--- config.mk ---
export PLATFORM = sky130hd
export DESIGN_NAME = chan_tx_scheduler
export DESIGN_NICKNAME = d
export VERILOG_FILES = /design/src/rtl/chan_sched_pkg.sv /design/src/rtl/rr_picker.sv /design/src/rtl/chan_ledger.sv /design/src/rtl/tx_sequencer.sv /design/src/rtl/chan_tx_scheduler.sv
export SDC_FILE = /design/constraint.sdc
export NUM_CORES = 1
export LEC_CHECK = 0
export BUFFER_PORTS_ARGS = -buffer_cell sky130_fd_sc_hd__buf_4
export CORE_AREA = 2 2 221 223
export CTS_BUF_LIST = sky130_fd_sc_hd__clkbuf_16
export DETAILED_ROUTE_END_ITERATION = 8
export DIE_AREA = 0 0 223 225
export HOLD_SLACK_MARGIN = 0.12
export SYNTH_ARGS = -nofsm -noshare
export SYNTH_HDL_FRONTEND = slang
export SYNTH_SLANG_ARGS = --single-unit
--- constraint.sdc ---
create_clock -name clk -period 5.15 [get_ports clk]
set_input_delay 0.515 -clock clk [delete_from_list [all_inputs] [get_ports clk]]
set_output_delay 0.515 -clock clk [all_outputs]
set_load 0.05 [all_outputs]
--- src/rtl/chan_sched_pkg.sv ---
package chan_sched_pkg;

    typedef enum logic [1:0] {
        SQ_IDLE = 2'd0,
        SQ_REQ  = 2'd1,
        SQ_WAIT = 2'd2
    } sq_state_e;

    // Next channel index after idx, wrapping at n.
    function automatic int chan_wrap_inc(input int idx, input int n);
        return (idx + 1 >= n) ? 0 : idx + 1;
    endfunction

endpackage

--- src/rtl/rr_picker.sv ---
module rr_picker #(
    parameter int NUM_CH = 16,
    localparam int CH_W = $clog2(NUM_CH)
) (
    input  logic [CH_W-1:0]   ptr,
    input  logic [NUM_CH-1:0] busy,
    output logic              found,
    output logic [CH_W-1:0]   pick
);
    // Walk offsets from the far end back to the pointer so the
    // nearest busy channel is the last one written.
    always_comb begin
        found = 1'b0;
        pick  = '0;
        for (int i = NUM_CH - 1; i >= 0; i--) begin
            int idx;
            idx = int'(ptr) + i;
            if (idx >= NUM_CH) idx = idx - NUM_CH;
            if (busy[idx]) begin
                found = 1'b1;
                pick  = CH_W'(idx);
            end
        end
    end
endmodule

--- src/rtl/chan_ledger.sv ---
module chan_ledger #(
    parameter int NUM_CH  = 16,
    parameter int CNT_W   = 8,
    parameter int BYTES_W = 3,
    localparam int CH_W  = $clog2(NUM_CH),
    localparam int TOT_W = CNT_W + CH_W
) (
    input  logic               clk,
    input  logic               rst,
    input  logic               add_valid,
    input  logic [CH_W-1:0]    add_chan,
    input  logic [CNT_W-1:0]   add_len,
    input  logic               flush_valid,
    input  logic [CH_W-1:0]    flush_chan,
    input  logic               dec_valid,
    input  logic [CH_W-1:0]    dec_chan,
    input  logic [BYTES_W-1:0] dec_bytes,
    output logic [NUM_CH-1:0]  busy,
    output logic               tot_zero,
    output logic [NUM_CH-1:0]  q_reset,
    output logic [NUM_CH-1:0]  drained
);
    logic [TOT_W-1:0] tot_q;
    logic [TOT_W-1:0] tot_nx;

    always_comb begin
        tot_nx = tot_q;
        if (add_valid) tot_nx = tot_nx + TOT_W'(add_len);
        if (dec_valid) tot_nx = tot_nx - TOT_W'(dec_bytes);
    end

    always_ff @(posedge clk) begin
        if (rst) tot_q <= '0;
        else     tot_q <= tot_nx;
    end

    assign tot_zero = (tot_q == '0);

    generate
        for (genvar g = 0; g < NUM_CH; g++) begin : g_ch
            logic             add_hit, dec_hit, flush_hit;
            logic [CNT_W-1:0] cnt_r, cnt_nx;
            logic             qr_r, dr_r;

            always_comb begin
                add_hit   = add_valid   && (add_chan   == CH_W'(g));
                dec_hit   = dec_valid   && (dec_chan   == CH_W'(g));
                flush_hit = flush_valid && (flush_chan == CH_W'(g));
                cnt_nx    = cnt_r;
                if (add_hit) cnt_nx = cnt_nx + add_len;
                if (dec_hit) cnt_nx = cnt_nx - CNT_W'(dec_bytes);
            end

            always_ff @(posedge clk) begin
                if (rst) begin
                    cnt_r <= '0;
                    qr_r  <= 1'b0;
                    dr_r  <= 1'b1;
                end else begin
                    cnt_r <= cnt_nx;
                    qr_r  <= dec_hit && (cnt_nx == '0);
                    dr_r  <= (cnt_nx == '0) && !flush_hit;
                end
            end

            assign busy[g]    = (cnt_r != '0);
            assign q_reset[g] = qr_r;
            assign drained[g] = dr_r;

            // the packer never consumes more than is pending
            assert_no_underflow_R5: assert property (@(posedge clk) disable iff (rst)
                dec_hit |-> (CNT_W'(dec_bytes) <= cnt_r))
                else $error("channel consumed beyond its pending count");

            // a reset pulse leaves the channel empty
            assert_reset_empty_R7: assert property (@(posedge clk) disable iff (rst)
                qr_r |-> !busy[g])
                else $error("queue reset with bytes still pending");
        end
    endgenerate

    // total and per-channel counts stay in agreement
    assert_total_agrees_R5: assert property (@(posedge clk) disable iff (rst)
        (tot_q == '0) == (busy == '0))
        else $error("total count disagrees with channel counts");

    // at most one queue drains per cycle
    assert_single_drain_R7: assert property (@(posedge clk) disable iff (rst)
        $onehot0(q_reset))
        else $error("more than one drain event in a cycle");
endmodule

--- src/rtl/tx_sequencer.sv ---
module tx_sequencer
    import chan_sched_pkg::*;
#(
    parameter int NUM_CH  = 16,
    parameter int WORD_W  = 32,
    parameter int BYTES_W = 3,
    localparam int CH_W = $clog2(NUM_CH)
) (
    input  logic               clk,
    input  logic               rst,
    input  logic               tot_zero,
    input  logic               found,
    input  logic [CH_W-1:0]    pick,
    input  logic               fifo_full,
    input  logic               pk_gnt,
    input  logic [WORD_W-1:0]  pk_word,
    input  logic [BYTES_W-1:0] pk_bytes,
    output logic [CH_W-1:0]    ptr,
    output logic               pk_req,
    output logic [CH_W-1:0]    pk_chan,
    output logic               fifo_push,
    output logic [WORD_W-1:0]  fifo_word,
    output logic [CH_W-1:0]    fifo_tag,
    output logic               tx_irq_req,
    output logic               dec_valid,
    output logic [CH_W-1:0]    dec_chan,
    output logic [BYTES_W-1:0] dec_bytes
);
    sq_state_e        state_q;
    logic [CH_W-1:0]  sel_q;
    logic [CH_W-1:0]  ptr_q;

    always_ff @(posedge clk) begin
        if (rst) begin
            state_q <= SQ_IDLE;
            sel_q   <= '0;
            ptr_q   <= '0;
        end else begin
            unique case (state_q)
                SQ_IDLE: begin
                    if (!tot_zero) begin
                        if (fifo_full) begin
                            state_q <= SQ_WAIT;
                        end else if (found) begin
                            sel_q   <= pick;
                            state_q <= SQ_REQ;
                        end
                    end
                end
                SQ_REQ: begin
                    if (fifo_full) begin
                        state_q <= SQ_WAIT;
                    end else if (pk_gnt) begin
                        state_q <= SQ_IDLE;
                        if (pk_bytes != '0)
                            ptr_q <= CH_W'(chan_wrap_inc(int'(sel_q), NUM_CH));
                    end
                end
                SQ_WAIT: begin
                    if (!fifo_full) state_q <= SQ_IDLE;
                end
                default: state_q <= SQ_IDLE;
            endcase
        end
    end

    assign ptr        = ptr_q;
    assign pk_chan    = sel_q;
    assign pk_req     = (state_q == SQ_REQ) && !fifo_full;
    assign fifo_push  = pk_req && pk_gnt;
    assign fifo_word  = pk_word;
    assign fifo_tag   = sel_q;
    assign tx_irq_req = (state_q == SQ_WAIT);
    assign dec_valid  = fifo_push;
    assign dec_chan   = sel_q;
    assign dec_bytes  = pk_bytes;

    // no request while nothing is pending
    assert_idle_quiet_R2: assert property (@(posedge clk) disable iff (rst)
        tot_zero |-> !pk_req)
        else $error("packer request with nothing pending");

    // pointer moves just past the served channel
    assert_ptr_follows_R4: assert property (@(posedge clk) disable iff (rst)
        fifo_push |=> (ptr_q == CH_W'(chan_wrap_inc(int'($past(pk_chan)), NUM_CH))))
        else $error("pointer did not move past served channel");

    // every granted word consumes between one and four bytes
    assert_bytes_legal_R5: assert property (@(posedge clk) disable iff (rst)
        fifo_push |-> (pk_bytes != '0 && pk_bytes <= BYTES_W'(4)))
        else $error("illegal byte count from packer");

    // pending data against a full FIFO raises the waiting flag
    assert_wait_on_full_R6: assert property (@(posedge clk) disable iff (rst)
        (state_q == SQ_IDLE && !tot_zero && fifo_full) |=> tx_irq_req)
        else $error("waiting flag not raised on full FIFO");

    // the waiting flag drops once room appears
    assert_wait_release_R6: assert property (@(posedge clk) disable iff (rst)
        (tx_irq_req && !fifo_full) |=> !tx_irq_req)
        else $error("waiting flag held after FIFO left full");
endmodule

--- src/rtl/chan_tx_scheduler.sv ---
module chan_tx_scheduler
    import chan_sched_pkg::*;
#(
    parameter int NUM_CH  = 16,
    parameter int CNT_W   = 8,
    parameter int WORD_W  = 32,
    parameter int BYTES_W = 3,
    localparam int CH_W = $clog2(NUM_CH)
) (
    input  logic               clk,
    input  logic               rst,
    input  logic               add_valid,
    input  logic [CH_W-1:0]    add_chan,
    input  logic [CNT_W-1:0]   add_len,
    input  logic               flush_valid,
    input  logic [CH_W-1:0]    flush_chan,
    output logic               pk_req,
    output logic [CH_W-1:0]    pk_chan,
    input  logic               pk_gnt,
    input  logic [WORD_W-1:0]  pk_word,
    input  logic [BYTES_W-1:0] pk_bytes,
    input  logic               fifo_full,
    output logic               fifo_push,
    output logic [WORD_W-1:0]  fifo_word,
    output logic [CH_W-1:0]    fifo_tag,
    output logic               tx_irq_req,
    output logic [NUM_CH-1:0]  q_reset,
    output logic [NUM_CH-1:0]  drained
);
    logic [NUM_CH-1:0]  busy;
    logic               tot_zero;
    logic               found;
    logic [CH_W-1:0]    pick;
    logic [CH_W-1:0]    ptr;
    logic               dec_valid;
    logic [CH_W-1:0]    dec_chan;
    logic [BYTES_W-1:0] dec_bytes;

    chan_ledger #(
        .NUM_CH (NUM_CH),
        .CNT_W  (CNT_W),
        .BYTES_W(BYTES_W)
    ) u_ledger (
        .clk        (clk),
        .rst        (rst),
        .add_valid  (add_valid),
        .add_chan   (add_chan),
        .add_len    (add_len),
        .flush_valid(flush_valid),
        .flush_chan (flush_chan),
        .dec_valid  (dec_valid),
        .dec_chan   (dec_chan),
        .dec_bytes  (dec_bytes),
        .busy       (busy),
        .tot_zero   (tot_zero),
        .q_reset    (q_reset),
        .drained    (drained)
    );

    rr_picker #(
        .NUM_CH(NUM_CH)
    ) u_picker (
        .ptr  (ptr),
        .busy (busy),
        .found(found),
        .pick (pick)
    );

    tx_sequencer #(
        .NUM_CH (NUM_CH),
        .WORD_W (WORD_W),
        .BYTES_W(BYTES_W)
    ) u_seq (
        .clk       (clk),
        .rst       (rst),
        .tot_zero  (tot_zero),
        .found     (found),
        .pick      (pick),
        .fifo_full (fifo_full),
        .pk_gnt    (pk_gnt),
        .pk_word   (pk_word),
        .pk_bytes  (pk_bytes),
        .ptr       (ptr),
        .pk_req    (pk_req),
        .pk_chan   (pk_chan),
        .fifo_push (fifo_push),
        .fifo_word (fifo_word),
        .fifo_tag  (fifo_tag),
        .tx_irq_req(tx_irq_req),
        .dec_valid (dec_valid),
        .dec_chan  (dec_chan),
        .dec_bytes (dec_bytes)
    );

    // the served channel always had data when it was chosen
    assert_pick_busy_R3: assert property (@(posedge clk) disable iff (rst)
        fifo_push |-> busy[pk_chan])
        else $error("word pushed for an empty channel");

    // no write into a full FIFO
    assert_no_push_full_R6: assert property (@(posedge clk) disable iff (rst)
        fifo_push |-> !fifo_full)
        else $error("push while FIFO full");
endmodule

# --- After elaboration in Yosys (flattened, before gate mapping) ---
# Cells that the tools add are included.
# W data, S select, Z words.
word_totals:
  ff_bits: 182
  input_bits: 57
  output_inout_bits: 75
  word_cells: 482
classes:
  add_sub_neg: 66
  n_lt_le_gt_ge: 33
  eq_ne: 51
  mux: 138
  bitwise_logic: 2
  reduce_logical: 140
op_table:
  columns: ["operator", "count"]
  rows:
  - ["$lt A32 B6 Y1 const B", 16]
  - ["$mux W32", 16]
  - ["$ge A32 B6 Y1 const B", 15]
  - ["$sub A32 B6 Y32 const B", 15]
  - ["$mux W8", 32]
  - ["$add A8 B8 Y8", 16]
  - ["$logic_not A8 Y1", 16]
  - ["$reduce_bool A8 Y1", 16]
  - ["$sub A8 B3 Y8", 16]
  - ["$eq A4 B4 Y1 const B", 24]
  - ["$logic_and A1 B1 Y1", 82]
  - ["$mux W4", 17]
  - ["$bmux W1 S4", 16]
  - ["$eq A4 B3 Y1 const B", 12]
  - ["$mux W1", 48]
  - ["$add A4 B4 Y5 const B", 8]
  - ["$eq A4 B2 Y1 const B", 6]
  - ["$mux W12", 2]
  - ["$add A4 B3 Y5 const B", 4]
  - ["$logic_not A1 Y1", 17]
  - ["$add A12 B8 Y12", 1]
  - ["$eq A4 B1 Y1 const B", 3]
  - ["$logic_not A12 Y1", 1]
  - ["$logic_not A4 Y1", 3]
  - ["16 further kinds", 28]

# --- Logic depth before layout (Yosys ltp) ---
logic_depth:
  depth_word: 26
  mapped_depth: 17
  depth_no_buf: 14

# --- Modules after synthesis ---
# Synthesis repeated with hierarchy kept, for this count alone.
hier_totals:
  cells_unflattened: 2458
  hier_area_um2: 20213.1
modules_own_cells:
  columns: ["module", "n_inst", "cells_per_inst", "area_each_um2", "seq_area_each_um2"]
  rows:
  - ["chan_ledger", 1, 2122, 17309.1, 3443.3]
  - ["rr_picker", 1, 235, 2074.5, 0.0]
  - ["tx_sequencer", 1, 101, 829.5, 200.2]

# --- Worst setup path after synthesis ---
# Ideal clock, no wire load.
synth_timing:
  kind: "register -> register"
  startpoint: "register u_seq.ptr_q[0] (netlist: u_seq.ptr[0])"
  endpoint: "register u_seq.sel_q[2] (netlist: u_seq.dec_chan[2])"
  setup_ns: 0.074
  arrival_ns: 4.063
  required_time_ns: 5.076
  slack_ns: 1.013
  path_stages_with_launch: 17
  path_buffers: 5
  period_less_slack_ns: 4.137
  cell_sequence: "dfxtp_1 bufbuf_16 inv_2 buf_4 buf_2 buf_1 ha_1 xnor2_1 clkbuf_1 mux4_2 mux2_2 a21o_2 or3b_2 a31o_2 a21oi_1 o21ai_0 a31oi_1"
synth_between:
  elab_chain_len: 23
synth_rtl:
  columns: ["item", "line", "source"]
  rows:
  - ["from (decl)", "tx_sequencer.sv:31", "logic [CH_W-1:0] ptr_q;"]
  - ["from (signal assigned)", "tx_sequencer.sv:56", "ptr_q <= CH_W'(chan_wrap_inc(int'(sel_q), NUM_CH));"]
  - ["$add A4 B4 Y5", "rr_picker.sv:17", "idx = int'(ptr) + i;"]
  - ["$sub A32 B6 Y32 / $ge A32 B6 Y1 (equally long branches)", "rr_picker.sv:18", "if (idx >= NUM_CH) idx = idx - NUM_CH;"]
  - ["$mux W32", "rr_picker.sv:18", null]
  - ["$bmux W1 S4", "rr_picker.sv:19", "if (busy[idx]) begin"]
  - ["$mux W1 (implied by the code) (2 in series)", "rr_picker.sv:19", null]
  - ["$mux W1 (16 in series)", "rr_picker.sv:19", null]
  - ["$reduce_and A4 Y1 (no line)", null, null]
  - ["to (signal assigned)", "tx_sequencer.sv:45", "sel_q <= pick;"]
  - ["to (decl)", "tx_sequencer.sv:30", "logic [CH_W-1:0] sel_q;"]
# Parallel ways exist; a longest one is shown, timed or not. The select of a mux whose other input is x is not followed.
# A chain may end at the register's enable or synchronous reset.

# --- Worst setup path after layout ---
layout_timing:
  startpoint: "register u_seq.ptr_q[2] (netlist: u_seq.ptr[2])"
  endpoint: "register u_seq.sel_q[3] (netlist: u_seq.dec_chan[3])"
# Same word-level chain as after synthesis.

==> results.py <==
metrics = {
    "cells_and_area": {
        "utilization_pct": 42.46,
        "nets": 2519,
        "design_area_um2": 20190,
        "num_antenna_cells": 0,
        "area_growth_pct": 6.868,
        "drive_gt1_share_pct": 9.872,
    },
    "worst_setup_path": {
        "rrSetupSlack_ns": 0.87,
        "arrival_ns": 4.65,
        "path_class": "register to register",
        "worstPathMaxFanout": 14,
        "worstPathCellList": "ha_1, xor2_1, mux4_2, o211ai_1, or2_2, or4b_4, nor4_4, a21oi_2, o221a_1",
        "timing.rr.start": "u_seq.ptr[2]",
        "crit_path_max_incr_delay_ns": 0.96,
        "crit_buf_inv": 0,
        "rr_worst_depth": 9,
        "cp_slowest_cell": "xor2_1",
        "r2r_end": "u_seq.dec_chan[3]",
        "crit_family": "simple AND/OR/NAND/NOR gates",
        "critPathCaptureType": "register",
        "worst_ep_required_time_ns": 5.52,
        "startpoint_type": "register",
    },
    "global_routing": {
        "first_global_vias": 16440,
        "antenna_found_initial": 0,
        "track_usage_pct": 23.55,
        "globalRouteOverflowTotal": 0,
        "grt_max_degree": 63,
        "grt_pass1_wl_um": 92440,
    },
    "synthesis": {
        "netlist_instances": 2257,
        "synth_seq_area_share_pct": 19.29,
        "synth.avg_cell_area_um2": 8.370,
        "synth_mux_area_share_pct": 8.338,
        "async_flop_share_pct": 0,
        "synth_xor_area_share_pct": 10.76,
        "synthFlopType": "dfxtp_1",
        "synth_area_um2": 18890,
        "ys_types": 98,
        "syn_nets": 2530,
        "synth-edff-count": 0,
        "synth_adder_area_share_pct": 15.66,
        "ys_ff_latch": 182,
        "yosys.area_share.simple_pct": 20.09,
        "synth_top_family_by_area": "simple AND/OR/NAND/NOR gates",
        "yosys_warnings": 0,
        "synth_compound_area_share_pct": 18.64,
    },
    "placed_design": {
        "postPlaceCellArea_um2": 19620,
        "post-dp-hpwl_um": 44910,
        "portBuffers": 67,
        "place.gp.congestion": 0.9886,
    },
    "sta": {
        "slew_headroom_pct": 19.64,
        "min_period_ns": 4.284,
        "max_freq_mhz": 233.4,
        "rsz0062_at_grt": "false",
        "setup-violations-final": 0,
        "timing.final.crit_share_pct": 83.19,
        "timing_hold_violations_final": 0,
        "tns_ns": 0,
        "hold-worst-slack_ns": 0.3537,
        "worstMarginPinSlew_ns": 1.201,
        "clock_skew_ns": 0.01711,
        "drv_slew": 0,
    },
    "cts": {
        "post_cts_buffers": 0,
        "hold_buffers": 0,
        "clk_path_buf_depth": 2,
        "cts.clk_slew.worst_paths_ns": 0.07,
        "htreeDepth": 4,
        "ctsRootBufferMaster": "clkbuf_16",
        "clkSinkCount": 182,
        "cts.repair.resized": 0,
        "clock_latency_ns": 0.48,
        "cts_tree": "built",
        "cts_buffers": 17,
    },
    "floorplanning": {
        "die_w_um": 223,
        "dieArea_um2": 50180,
        "die_h_um": 225,
        "io_pins": 132,
        "row_count": 80,
        "initial_utilization_pct": 39.73,
        "coreArea_um2": 47550,
    },
    "pwr": {
        "power_density_nw_per_um2": 240.0,
        "power_switching_w": 0.001893,
        "pwr-share-seq_pct": 32.5,
        "intPower_w": 0.002952,
        "clkPwrFrac_pct": 27.8,
        "leakage_nw": 9.460,
        "p_sw_share_pct": 39.07,
        "ir_worst_vdd_mv": 0.2554,
        "p_comb_share_pct": 39.7,
    },
    "detailed_routing": {
        "num_vias": 16900,
        "final_antenna_net_count": 0,
        "wl_um": 58840,
        "viasPerCell": 5.880,
        "first_pass_iters": 6,
        "drc": 0,
        "wl_per_cell_um": 20.47,
        "drtIter0Drc": 1257,
    },
    "run_status": {
        "outcome": "finished clean",
    },
    "min_path": {
        "hold_class": "input port to register",
        "min_to": "u_seq.state_q[1]",
        "worstHoldStart": "fifo_full",
        "hold-path-cell-count": 3,
    },
    "flow_run": {
        "cap_violations": 0,
    },
}
-- worst max path at each step --
| stage | startpoint | to | slack, ns | depth (start not counted) |
|---|---|---|---|---|
| finish | u_seq.ptr[2] | u_seq.dec_chan[3] | 0.87 | 9 |
| global route | u_seq.ptr[2] | u_seq.dec_chan[2] | 0.63 | 10 |
| CTS | u_seq.ptr[2] | u_seq.dec_chan[3] | 0.93 | 9 |
| floorplan | u_seq.ptr[0] | u_seq.dec_chan[2] | 1.01 | 16 |
| global placement | u_seq.ptr[2] | u_seq.dec_chan[1] | 1.02 | 9 |
| detailed placement | u_seq.ptr[2] | u_seq.dec_chan[3] | 0.93 | 9 |
-- area by class of cell --
| class | count | area (um^2) |
|---|---|---|
| well taps | 615 | 769.5 |
| fillers | 4669 | 27360 |
| repair buffers | 113 | 848.3 |
| flip-flops and latches | 182 | 3645 |
| multi-input cells | 1807 | 13880 |
| clock buffers | 17 | 425.4 |
| inverters | 125 | 469.2 |
| clock inverters | 15 | 147.6 |
-- flip-flops by register name, indices dropped and copies added, names as in the netlist --
register	cells
u_ledger.g_ch.cnt_r	128
u_ledger.g_ch.dr_r	16
u_ledger.g_ch.qr_r	16
u_ledger.tot_q	12
u_seq.dec_chan	4
u_seq.ptr	4
u_seq.state_q	2
-- routing by layer --
metal / global-route usage, % / up-vias / wire length [um]
met5: 0 / - / 0
met4: 9.959 / 0 / 2183
li1: - / 8129 / -
met3: 3.181 / 131 / 3295
met2: 39.16 / 559 / 27190
met1: 30.67 / 8080 / 26170
-- power by group through the flow --
stage,combinational (W),sequential (W),clock [W]
after CTS,0.00190,0.00157,0.00137
final,0.00193,0.00157,0.00134
after global routing,0.00208,0.00158,0.00142
after detailed placement,0.00189,0.00160,0
after global placement,0.00188,0.00160,0
after floorplan,0.00141,0.00160,0
-- metrics by stage --
step / worst slack (ns) / std cells / power, W
floorplan: 1.013 / 2257 / 0.003013
global placement: 1.025 / 2842 / 0.003486
detailed placement: 0.9319 / 2842 / 0.003495
CTS: 0.9307 / 2874 / 0.004850
global route: 0.6271 / 2874 / 0.005083
finish: 0.8657 / 2874 / 0.004845
-- synthesized netlist by cell type, drive strengths merged, types with 14 or more instances --
library cell  number  area [um^2]
and3              38        239.0
o21bai            35        262.8
nand4             20        125.1
o21ai             53        265.3
clkbuf            57        254.0
mux2i             88        880.8
inv              123        461.7
a21o              78        586.8
nor2b             14        87.58
a2111oi           18        157.7
a211oi            72        540.5
xor2              64        560.5
a21oi            108        548.0
nand2b            19        126.4
xnor2            163         1428
nand3             90        450.4
nor4              55        476.7
ha               182         2277
mux4              26        593.1
dfxtp            182         3643
and2              50        316.5
nor2             220        825.8
fa                34        680.7
nand2            135        514.3
nor3              46        230.2
buf               84        598.1
-- cells in the final DEF (no fill, tap or decap), types with 18 or more instances in the layout --
cell type	synthesis	final
nor2_1	220	220
ha_1	182	182
dfxtp_1	182	181
xnor2_1	163	163
nand2_1	132	132
inv_1	122	125
buf_4	69	113
a21oi_1	106	106
nand3_1	90	90
mux2i_1	88	88
a21o_1	77	77
a211oi_1	72	72
xor2_1	64	64
o21ai_0	53	53
and2_1	47	47
nor3_1	46	46
nor4_1	45	45
and3_1	37	37
o21bai_1	35	35
fa_1	34	34
mux4_2	24	24
nand4_1	20	20
nand2b_1	18	18
a2111oi_0	18	18
-- worst min-delay path, delay by kind of cell --
| kind | cells | cell delay (ns) |
|---|---|---|
| AOI/OAI and AO/OA | 1 | 0.05 |
| buffers and inverters | 1 | 0.13 |
| and+or+nand+nor | 1 | 0.10 |
-- cell families after synthesis --
logic type                 after synthesis
adders and majority gates              216
buffers and inverters                  268
xor gates and xnor gates               229
and+or+nand+nor                        738
AOI/OAI and AO/OA                      501
muxes                                  123
DFF                                    182
Note: power is estimated with default switching activity, not from simulation.
